File: src/rtl/exc_pkg.sv
package exc_pkg;

    localparam logic [63:0] VA_BOOT = 64'hFFFF_FFFF_BFC0_0000;
    localparam logic [63:0] VA_HW   = 64'hFFFF_FFFF_BFC0_0300;
    localparam logic [63:0] VA_IRQ  = 64'hFFFF_FFFF_BFC0_0380;
    localparam logic [63:0] VA_GEN  = 64'hFFFF_FFFF_BFC0_0400;

    // exception code bases
    localparam logic [4:0] EC_RESET = 5'd0;
    localparam logic [4:0] EC_HW0   = 5'd1;
    localparam logic [4:0] EC_SYNC0 = 5'd4;
    localparam logic [4:0] EC_TIMER = 5'd12;
    localparam logic [4:0] EC_IRQ0  = 5'd16;

    typedef enum logic [1:0] {
        VS_BOOT,
        VS_HW,
        VS_IRQ,
        VS_GEN
    } vec_sel_e;

    typedef struct packed {
        logic       take;
        logic [4:0] code;
        logic       use_next;
        vec_sel_e   vsel;
    } exc_win_t;

    function automatic logic [63:0] vec_addr(input vec_sel_e s);
        case (s)
            VS_BOOT: vec_addr = VA_BOOT;
            VS_HW:   vec_addr = VA_HW;
            VS_IRQ:  vec_addr = VA_IRQ;
            default: vec_addr = VA_GEN;
        endcase
    endfunction

endpackage

File: src/rtl/exc_prio_pick.sv
module exc_prio_pick #(
    parameter int N     = 8,
    parameter int IDX_W = (N > 1) ? $clog2(N) : 1
) (
    input  logic [N-1:0]     req,
    output logic             any,
    output logic [IDX_W-1:0] idx
);
    // lowest set index wins
    always_comb begin
        any = |req;
        idx = '0;
        for (int i = N - 1; i >= 0; i--) begin
            if (req[i]) idx = IDX_W'(i);
        end
    end
endmodule

File: src/rtl/exc_arbiter.sv
module exc_arbiter
    import exc_pkg::*;
#(
    parameter int              N_SYNC    = 8,
    parameter int              N_HW      = 3,
    parameter int              N_IRQ     = 6,
    parameter logic [N_SYNC-1:0] SYNC_NEXT = 8'b0011_1000
) (
    input  logic [N_SYNC-1:0] sync_req,
    input  logic [N_HW-1:0]   hw_err,
    input  logic              timer_req,
    input  logic [N_IRQ-1:0]  ext_irq,
    input  logic              irq_ok,
    output exc_win_t          win
);
    localparam int SW = (N_SYNC > 1) ? $clog2(N_SYNC) : 1;
    localparam int HW = (N_HW   > 1) ? $clog2(N_HW)   : 1;
    localparam int IW = (N_IRQ  > 1) ? $clog2(N_IRQ)  : 1;

    logic          sync_any, hw_any, irq_any;
    logic [SW-1:0] sync_idx;
    logic [HW-1:0] hw_idx;
    logic [IW-1:0] irq_idx;

    exc_prio_pick #(.N(N_SYNC)) u_sync (.req(sync_req), .any(sync_any), .idx(sync_idx));
    exc_prio_pick #(.N(N_HW))   u_hw   (.req(hw_err),   .any(hw_any),   .idx(hw_idx));
    exc_prio_pick #(.N(N_IRQ))  u_irq  (.req(ext_irq),  .any(irq_any),  .idx(irq_idx));

    always_comb begin
        win = '{take: 1'b0, code: EC_RESET, use_next: 1'b0, vsel: VS_GEN};
        if (hw_any) begin
            win.take     = 1'b1;
            win.code     = EC_HW0 + 5'(hw_idx);
            win.use_next = 1'b0;
            win.vsel     = VS_HW;
        end else if (sync_any) begin
            win.take     = 1'b1;
            win.code     = EC_SYNC0 + 5'(sync_idx);
            win.use_next = SYNC_NEXT[sync_idx];
            win.vsel     = VS_GEN;
        end else if (irq_ok && timer_req) begin
            win.take     = 1'b1;
            win.code     = EC_TIMER;
            win.use_next = 1'b1;
            win.vsel     = VS_GEN;
        end else if (irq_ok && irq_any) begin
            win.take     = 1'b1;
            win.code     = EC_IRQ0 + 5'(irq_idx);
            win.use_next = 1'b1;
            win.vsel     = VS_IRQ;
        end
    end
endmodule

File: src/rtl/exc_entry_ctrl.sv
module exc_entry_ctrl
    import exc_pkg::*;
#(
    parameter int PC_W   = 64,
    parameter int N_SYNC = 8,
    parameter int N_HW   = 3,
    parameter int N_IRQ  = 6
) (
    input  logic              clk,
    input  logic              rst_n,
    input  logic [N_SYNC-1:0] sync_req,
    input  logic [N_HW-1:0]   hw_err,
    input  logic              timer_req,
    input  logic [N_IRQ-1:0]  ext_irq,
    input  logic              int_en,
    input  logic              eret,
    input  logic [PC_W-1:0]   cur_pc,
    input  logic [PC_W-1:0]   next_pc,
    output logic              redir_valid,
    output logic [PC_W-1:0]   redir_pc,
    output logic [PC_W-1:0]   epc,
    output logic [4:0]        cause_code,
    output logic [N_IRQ-1:0]  cause_pend,
    output logic              kernel_mode
);
    typedef struct packed {
        logic             boot;
        logic             kernel;
        logic [PC_W-1:0]  epc;
        logic [4:0]       code;
        logic [N_IRQ-1:0] pend;
        logic             rv;
        logic [PC_W-1:0]  rpc;
    } st_t;

    st_t      st_d, st_q;
    exc_win_t win;
    logic     irq_ok;
    logic [63:0] vec_full;

    assign irq_ok = int_en & ~st_q.kernel;

    exc_arbiter #(
        .N_SYNC(N_SYNC),
        .N_HW  (N_HW),
        .N_IRQ (N_IRQ)
    ) u_arb (
        .sync_req (sync_req),
        .hw_err   (hw_err),
        .timer_req(timer_req),
        .ext_irq  (ext_irq),
        .irq_ok   (irq_ok),
        .win      (win)
    );

    always_comb begin
        st_d      = st_q;
        st_d.rv   = 1'b0;
        st_d.pend = ext_irq;
        vec_full  = vec_addr(st_q.boot ? VS_BOOT : win.vsel);
        if (st_q.boot) begin
            st_d.boot   = 1'b0;
            st_d.rv     = 1'b1;
            st_d.rpc    = vec_full[PC_W-1:0];
            st_d.kernel = 1'b1;
            st_d.code   = EC_RESET;
        end else if (win.take) begin
            st_d.rv     = 1'b1;
            st_d.rpc    = vec_full[PC_W-1:0];
            st_d.kernel = 1'b1;
            st_d.code   = win.code;
            st_d.epc    = win.use_next ? next_pc : cur_pc;
        end else if (eret) begin
            st_d.rv     = 1'b1;
            st_d.rpc    = st_q.epc;
            st_d.kernel = 1'b0;
        end
    end

    always_ff @(posedge clk or negedge rst_n) begin
        if (!rst_n) begin
            st_q.boot   <= 1'b1;
            st_q.kernel <= 1'b1;
            st_q.epc    <= '0;
            st_q.code   <= '0;
            st_q.pend   <= '0;
            st_q.rv     <= 1'b0;
            st_q.rpc    <= '0;
        end else begin
            st_q <= st_d;
        end
    end

    assign redir_valid = st_q.rv;
    assign redir_pc    = st_q.rpc;
    assign epc         = st_q.epc;
    assign cause_code  = st_q.code;
    assign cause_pend  = st_q.pend;
    assign kernel_mode = st_q.kernel;
endmodule

File: config.mk
export PLATFORM = sky130hd
export DESIGN_NAME = exc_entry_ctrl
export DESIGN_NICKNAME = d
export VERILOG_FILES = /design/src/rtl/exc_pkg.sv /design/src/rtl/exc_prio_pick.sv /design/src/rtl/exc_arbiter.sv /design/src/rtl/exc_entry_ctrl.sv
export SDC_FILE = /design/constraint.sdc
export NUM_CORES = 1
export LEC_CHECK = 0
export ABC_AREA = 1
export BUFFER_PORTS_ARGS = -buffer_cell sky130_fd_sc_hd__buf_2
export CORE_UTILIZATION = 50
export DETAILED_ROUTE_END_ITERATION = 7
export PLACE_DENSITY = 0.84
export SYNTH_ARGS = -nofsm -noshare
export SYNTH_HDL_FRONTEND = slang
export SYNTH_SLANG_ARGS = --single-unit
File: constraint.sdc
create_clock -name clk -period 2.31 [get_ports clk]
set_clock_uncertainty 0.2 [all_clocks]
set_input_delay 0.462 -clock clk [delete_from_list [all_inputs] [get_ports clk]]
set_output_delay 0.462 -clock clk [all_outputs]
set_load 0.03 [all_outputs]
---- After elaboration in Yosys (flattened, before gate mapping) ----
Memories as Yosys holds them, arrays and structs flattened.
Cells that the tools add are included.
storage, ports and cells
  memory bits (read-only) ................. 8
  memories kept ........................... 1
  bits in registers ....................... 142
  word-level logic and storage cells ...... 59
  input port bits ......................... 150
memories
  memory           words  bits a word  rd ports  clocked after memory_dff  wr ports  RTL line           text
  (no name shown)  8      1            1         0                         0         exc_arbiter.sv:39  win.use_next = SYNC_NEXT[sync_idx];
operators by class
  eq/ne operators ......................... 2
  multiplexer cells ....................... 33
  reduce and logical (&&, ||, !) cells .... 9
  bitwise gates (word level) .............. 3
  add/subtract/negate cells ............... 3
  order comparisons ....................... 1
operators by type and width
  cell                                                        count
  two-way mux 65 bit                                          3
  two-way mux 64 bit                                          1
  two-way mux 3 bit                                           14
  two-way mux 9 bit                                           4
  one-hot mux 11 bit (3 select lines)                         1
  two-way mux 5 bit                                           2
  two-way mux 2 bit                                           4
  OR reduction 8 bit                                          1
  OR reduction 6 bit                                          1
  adder 5 x 3 -> 5 bit, first input constant                  1
  adder 3 x 3 -> 4 bit, first input constant                  1
  less-than comparator 3 x 4 -> 1 bit, second input constant  1
  two-way mux 1 bit                                           4
  adder 1 x 2 -> 3 bit, first input constant                  1
  nonzero test 3 bit                                          1
  OR reduction 3 bit                                          1
  equality test 2 x 1 -> 1 bit, second input constant         1
  equality test 2 bit, second input constant                  1
  logical AND 1 bit                                           2
  logical NOT 2 bit                                           1
  NOT 1 bit                                                   2
  AND reduction 2 bit                                         1
  nonzero test 2 bit                                          1
  AND 1 bit                                                   1

---- Depth between registers and ports, before layout ----
  depth in word-level cells ............... 17
  mapped depth ............................ 11
  depth with buffers taken out ............ 11

---- Cells and area by module ----
Synthesis repeated with hierarchy kept, for this count alone.
unflattened totals
  cells, all modules ...................... 1036
  area total of the unflattened synthesis .. 7714.9 um^2
modules (own cells, without submodules)
  module                         cells an instance  seq. area each (um^2)  instances  area each (um^2)
  exc_entry_ctrl                 953                3555.9                 1          7338.3
  exc_arbiter                    39                 0.0                    1          173.9
  exc_prio_pick at u_arb.u_sync  22                 0.0                    1          98.8
  exc_prio_pick at u_arb.u_irq   15                 0.0                    1          72.6
  exc_prio_pick at u_arb.u_hw    7                  0.0                    1          31.3

---- Worst setup path after synthesis ----
Ideal clock, no wire load.
  kind .................................... register -> register
  start point ............................. register st_q (netlist bit kernel_mode)
  end point ............................... register st_q (netlist bit redir_pc[8])
  data arrival time ....................... 1.635 ns
  buffers on the path ..................... 0
  clock period less this slack ............ 1.900 ns
  cell stages (with the launch flop) ...... 11
  path slack .............................. 0.410 ns
  setup time .............................. 0.065 ns
  cell sequence ........................... dfstp_2 > nor2_1 > nand2_1 > nand2_1 > nor2_1 > a21oi_1 > inv_1 > ha_1 > nand2_1 > nand2_1 > nand2_1
between the ends
  longest elaborated chain between the ends .. 12
  elaborated cells between the ends (all ways) .. 16
  classes of those cells .................. eq/ne: 2; mux: 8; bitwise: 2; reduce/logical: 4
ends and longest elaborated chain
  what                                         RTL line              text
  start, declared                              exc_entry_ctrl.sv:36  st_t st_d, st_q;
  start signal, assigned                       exc_entry_ctrl.sv:90  st_q <= st_d;
  NOT 1 bit *                                  exc_entry_ctrl.sv:41  assign irq_ok = int_en & ~st_q.kernel;
  AND 1 bit *                                  exc_entry_ctrl.sv:41
  logical AND 1 bit                            exc_arbiter.sv:46     end else if (irq_ok && irq_any) begin
  two-way mux 9 bit                            exc_arbiter.sv:46
  two-way mux 9 bit *                          exc_arbiter.sv:41     end else if (irq_ok && timer_req) begin
  two-way mux 9 bit *                          exc_arbiter.sv:36     end else if (sync_any) begin
  two-way mux 9 bit *                          exc_arbiter.sv:31     if (hw_any) begin
  two-way mux 2 bit                            exc_entry_ctrl.sv:60  vec_full = vec_addr(st_q.boot ? VS_BOOT : win.vsel);
  equality test 2 bit (tied with other cells)  exc_pkg.sv:30         case (s)
  one-hot mux 11 bit (3 select lines)          exc_pkg.sv:30
  two-way mux 65 bit                           exc_entry_ctrl.sv:67  end else if (win.take) begin
  two-way mux 65 bit                           exc_entry_ctrl.sv:61  if (st_q.boot) begin
Every way passes the cells marked *; elsewhere a longest branch is shown, timed or not.
A chain may end at the register's enable or synchronous reset.

---- Worst setup path after layout ----
  start point ............................. input port ext_irq[4]
  end point ............................... register epc[31] (netlist name)
between the ends
  longest elaborated chain between the ends .. 7
  elaborated cells between the ends (all ways) .. 8
  classes of those cells .................. mux: 5; reduce/logical: 3
ends and longest elaborated chain
  what                                                       RTL line              text
  start, declared                                            exc_entry_ctrl.sv:14  input logic [N_IRQ-1:0] ext_irq,
  OR reduction 6 bit *                                       exc_prio_pick.sv:11   any = |req;
  logical AND 1 bit *                                        exc_arbiter.sv:46
  two-way mux 9 bit *                                        exc_arbiter.sv:46
  two-way mux 9 bit *                                        exc_arbiter.sv:41
  two-way mux 9 bit *                                        exc_arbiter.sv:36
  two-way mux 9 bit *                                        exc_arbiter.sv:31
  two-way mux 64 bit or AND reduction 2 bit (tied branches)  --
Marks and branches as above.

==> impl_metrics.tcl <==
set metrics [dict create \
    dp_slack_ns 0.141 \
    reg2reg_to "redir_pc[8]$_DFFE_PN0P_" \
    nets 1321 \
    hold_path_class "in -> reg" \
    gp_congestion 0.907 \
    cts_inserted_buffers 17 \
    timing.final.crit_share_pct 98.2 \
    yosysTopAreaCell "dfrtp_1" \
    finalSetupTns_ns 0 \
    cp-startpoint "ext_irq[4]" \
    cts_max_level 4 \
    cp.arrival_ns 2.41 \
    routedWlPerCell_um 14.6 \
    synthesis.nets 1175 \
    yosys_most_used_dff "dfrtp_1" \
    syn2layout_area_growth_pct 17.4 \
    fmax_mhz 441 \
    core-area_um2 15300 \
    synth_top_family_by_area "simple AND/OR/NAND/NOR gates" \
    async_flop_share_pct 100 \
    grt_pass1_wl_um 32100 \
    synth_area_leaders "dfrtp_1 (44%), nand2_1 (19%), buf_4 (13%)" \
    rr_startpoint "kernel_mode$_DFFE_PN1P_" \
    yosysSeqAreaShare_pct 45.1 \
    netlist_area_um2 7890 \
    synthXorXnorAreaFrac_pct 0 \
    die_area_um2 16300 \
    final-setup-viol-count 0 \
    rows 45 \
    ioPinCount 291 \
    portBuffers 290 \
    crit_end "epc[31]$_DFFE_PN0P_" \
    synth_compound_area_share_pct 5.08 \
    die_w_um 128 \
    powerDensity_nw_per_um2 706 \
    status "complete, no violations" \
    cp_max_fo 33 \
    dr_total_vias 6914 \
    synth_fa_ha_area_share_pct 0.476 \
    drt_iter0_drc 374 \
    drt-total-wl_um 20300 \
    yosys_warnings 0 \
    routed_via_density 4.97 \
    leakage_nw 4.93 \
    drive_above_1_share_pct 32.9 \
    hold_violations 0 \
    grt_overflow 0 \
    vdd_drop_max_v 0.000449 \
    yosysMostFrequentCell "nand2_1" \
    antenna_cells 0 \
    postLayoutCoreUtil_pct 60.5 \
    clkTransAtPathRegs_ns 0.06 \
    clock-root-buffer "clkbuf_16" \
    fillers 1405 \
    die_h_um 128 \
    required_ns 2.45 \
    path_class "in -> reg" \
    drtPass1Iterations 7 \
    grt_max_degree 63 \
    ys_seq_elements 142 \
    avgSynthCellArea_um2 7.72 \
    antenna_found_initial 0 \
    drc 0 \
    netlist_instances 1022 \
    reg2reg_setup_slack_ns 0.23 \
    drv_slew 0 \
    yosys.cell_types.count 28 \
    post-cts-setup-buffer-count 0 \
    cp-start-kind "primary input" \
    synth-simple-area-share_pct 30.6 \
    grt_pass1_vias 6395 \
    fin_ws_ns 0.0421 \
    synth_top_area_share_pct 44.4 \
    ys_top_cells_by_count "nand2_1 (404), dfrtp_1 (140), buf_4 (139)" \
    cap_violations 0 \
    tritoncts "done" \
    design_area_um2 9260 \
    start_util_pct 51.5 \
    endpoint_kind "flop" \
    synth.area.mux_share_pct 0 \
    synth_edf_count 0 \
    clockBufferDepth 2 \
    hpwl_um 14000 \
    whs_ns 0.130 \
    rr_worst_depth 10 \
    ant_nets 0 \
    grt_usage_pct 25.3 \
    numClockSinks 142 \
    layout_min_cycle_time_ns 2.27 \
    clock_latency_ns 0.41 \
    dpl_cell_area_um2 8500 \
]
==> logic make-up (layout without fill, tap and decap cells) <==
kind of cell             after synthesis  in the layout
flip-flops                           142            142
other                                  1              1
AO/OA/AOI/OAI                         65             65
AND/OR/NAND/NOR                      595            595
adder cells (fa/ha/maj)                3              3
buffers and inverters                216            374
==> cell type report <==
class / instances / area, µm² / share of cell area (%)
Multi-Input combinational cell: 664 / 2880 / 31.1
Clock buffer: 21 / 480 / 5.19
Tap cell: 211 / 264 / 2.85
Clock inverter: 10 / 160 / 1.73
Inverter: 24 / 96.3 / 1.04
Timing Repair Buffer: 319 / 1820 / 19.7
Sequential cell: 142 / 3560 / 38.4
==> placed cells by master (no fill, tap or decap) <==
| cell | instances |
|---|---|
| ha_1 | 3 |
| nand3_1 | 70 |
| clkinv_2 | 3 |
| nand2_1 | 403 |
| clkbuf_16 | 18 |
| dfstp_2 | 2 |
| inv_2 | 2 |
| nand2_2 | 3 |
| bufinv_16 | 4 |
| nand2_4 | 3 |
| a21oi_1 | 22 |
| nand4_1 | 5 |
| o21ai_0 | 22 |
| inv_1 | 19 |
| a21oi_2 | 1 |
| nor2_4 | 4 |
| dfrtp_1 | 140 |
| inv_4 | 2 |
| clkinvlp_4 | 4 |
| nand3_2 | 2 |
| buf_4 | 12 |
| buf_12 | 9 |
| nor2_1 | 96 |
| nor4_1 | 1 |
| buf_6 | 1 |
| nand3_4 | 1 |
| conb_1 | 1 |
| clkbuf_8 | 4 |
| dlygate4sd3_1 | 7 |
| nor2_2 | 4 |
| buf_2 | 289 |
| nor3_1 | 3 |
| o21ai_2 | 20 |
==> per-stage QoR <==
stage,power [mW],std cells
2_1_floorplan,3.42,1022
3_3_place_gp,3.66,1352
3_5_place_dp,3.67,1352
4_1_cts,6.61,1390
5_1_grt,6.83,1391
6_report,6.54,1391
==> report_power, final <==
part / switching [mW] / leakage (nW) / internal [mW]
clock network: 0.987 / 0.303 / 1.91
logic: 0.627 / 3.00 / 0.309
registers: 0.101 / 1.62 / 2.61
==> critical path, stage by stage <==
cell           delay, ns
dlygate4sd3_1       0.54
buf_2               0.15
nor2_2              0.20
nand3_2             0.13
nand2_4             0.10
nand4_1             0.10
nand2_2             0.15
buf_4               0.36
nand2_1             0.10
nand2_1             0.09
==> state kept, by name, summed over array words and instances, names as in the netlist <==
name / flops
cause_code: 5
kernel_mode: 1
epc: 64
st_q: 1
redir_valid: 1
cause_pend: 6
redir_pc: 64
==> worst min path at each step <==
stage	slack [ns]	start	cells after the start	end
2_1_floorplan	-0.03	rst_n	0	cause_code[0]$_DFFE_PN0P_
3_3_place_gp	0.22	rst_n	1	redir_pc[41]$_DFFE_PN0P_
3_5_place_dp	0.22	rst_n	1	epc[43]$_DFFE_PN0P_
4_1_cts	0.11	cur_pc[20]	5	epc[20]$_DFFE_PN0P_
5_1_grt	0.13	cur_pc[56]	5	epc[56]$_DFFE_PN0P_
6_report	0.13	cur_pc[20]	5	epc[20]$_DFFE_PN0P_
==> layer usage <==
metal | up-vias | GRT usage, % | share of wire [%]
met1 | 3230 | 31.0 | 41
met5 | - | 0 | 0
li1 | 3331 | - | -
met2 | 308 | 42.7 | 49
met3 | 45 | 5.49 | 6.6
met4 | 0 | 11.8 | 2.9
==> what timing repair did <==
| item | 4_1_cts | 5_1_grt |
|---|---|---|
| setup endpoints to repair | 0 | 105 |
| endpoints found under the hold margin | 46 | 0 |
| resized for setup | 0 | 8 |
| hold buffers | 7 | 0 |
(Power assumes the default switching activity.)
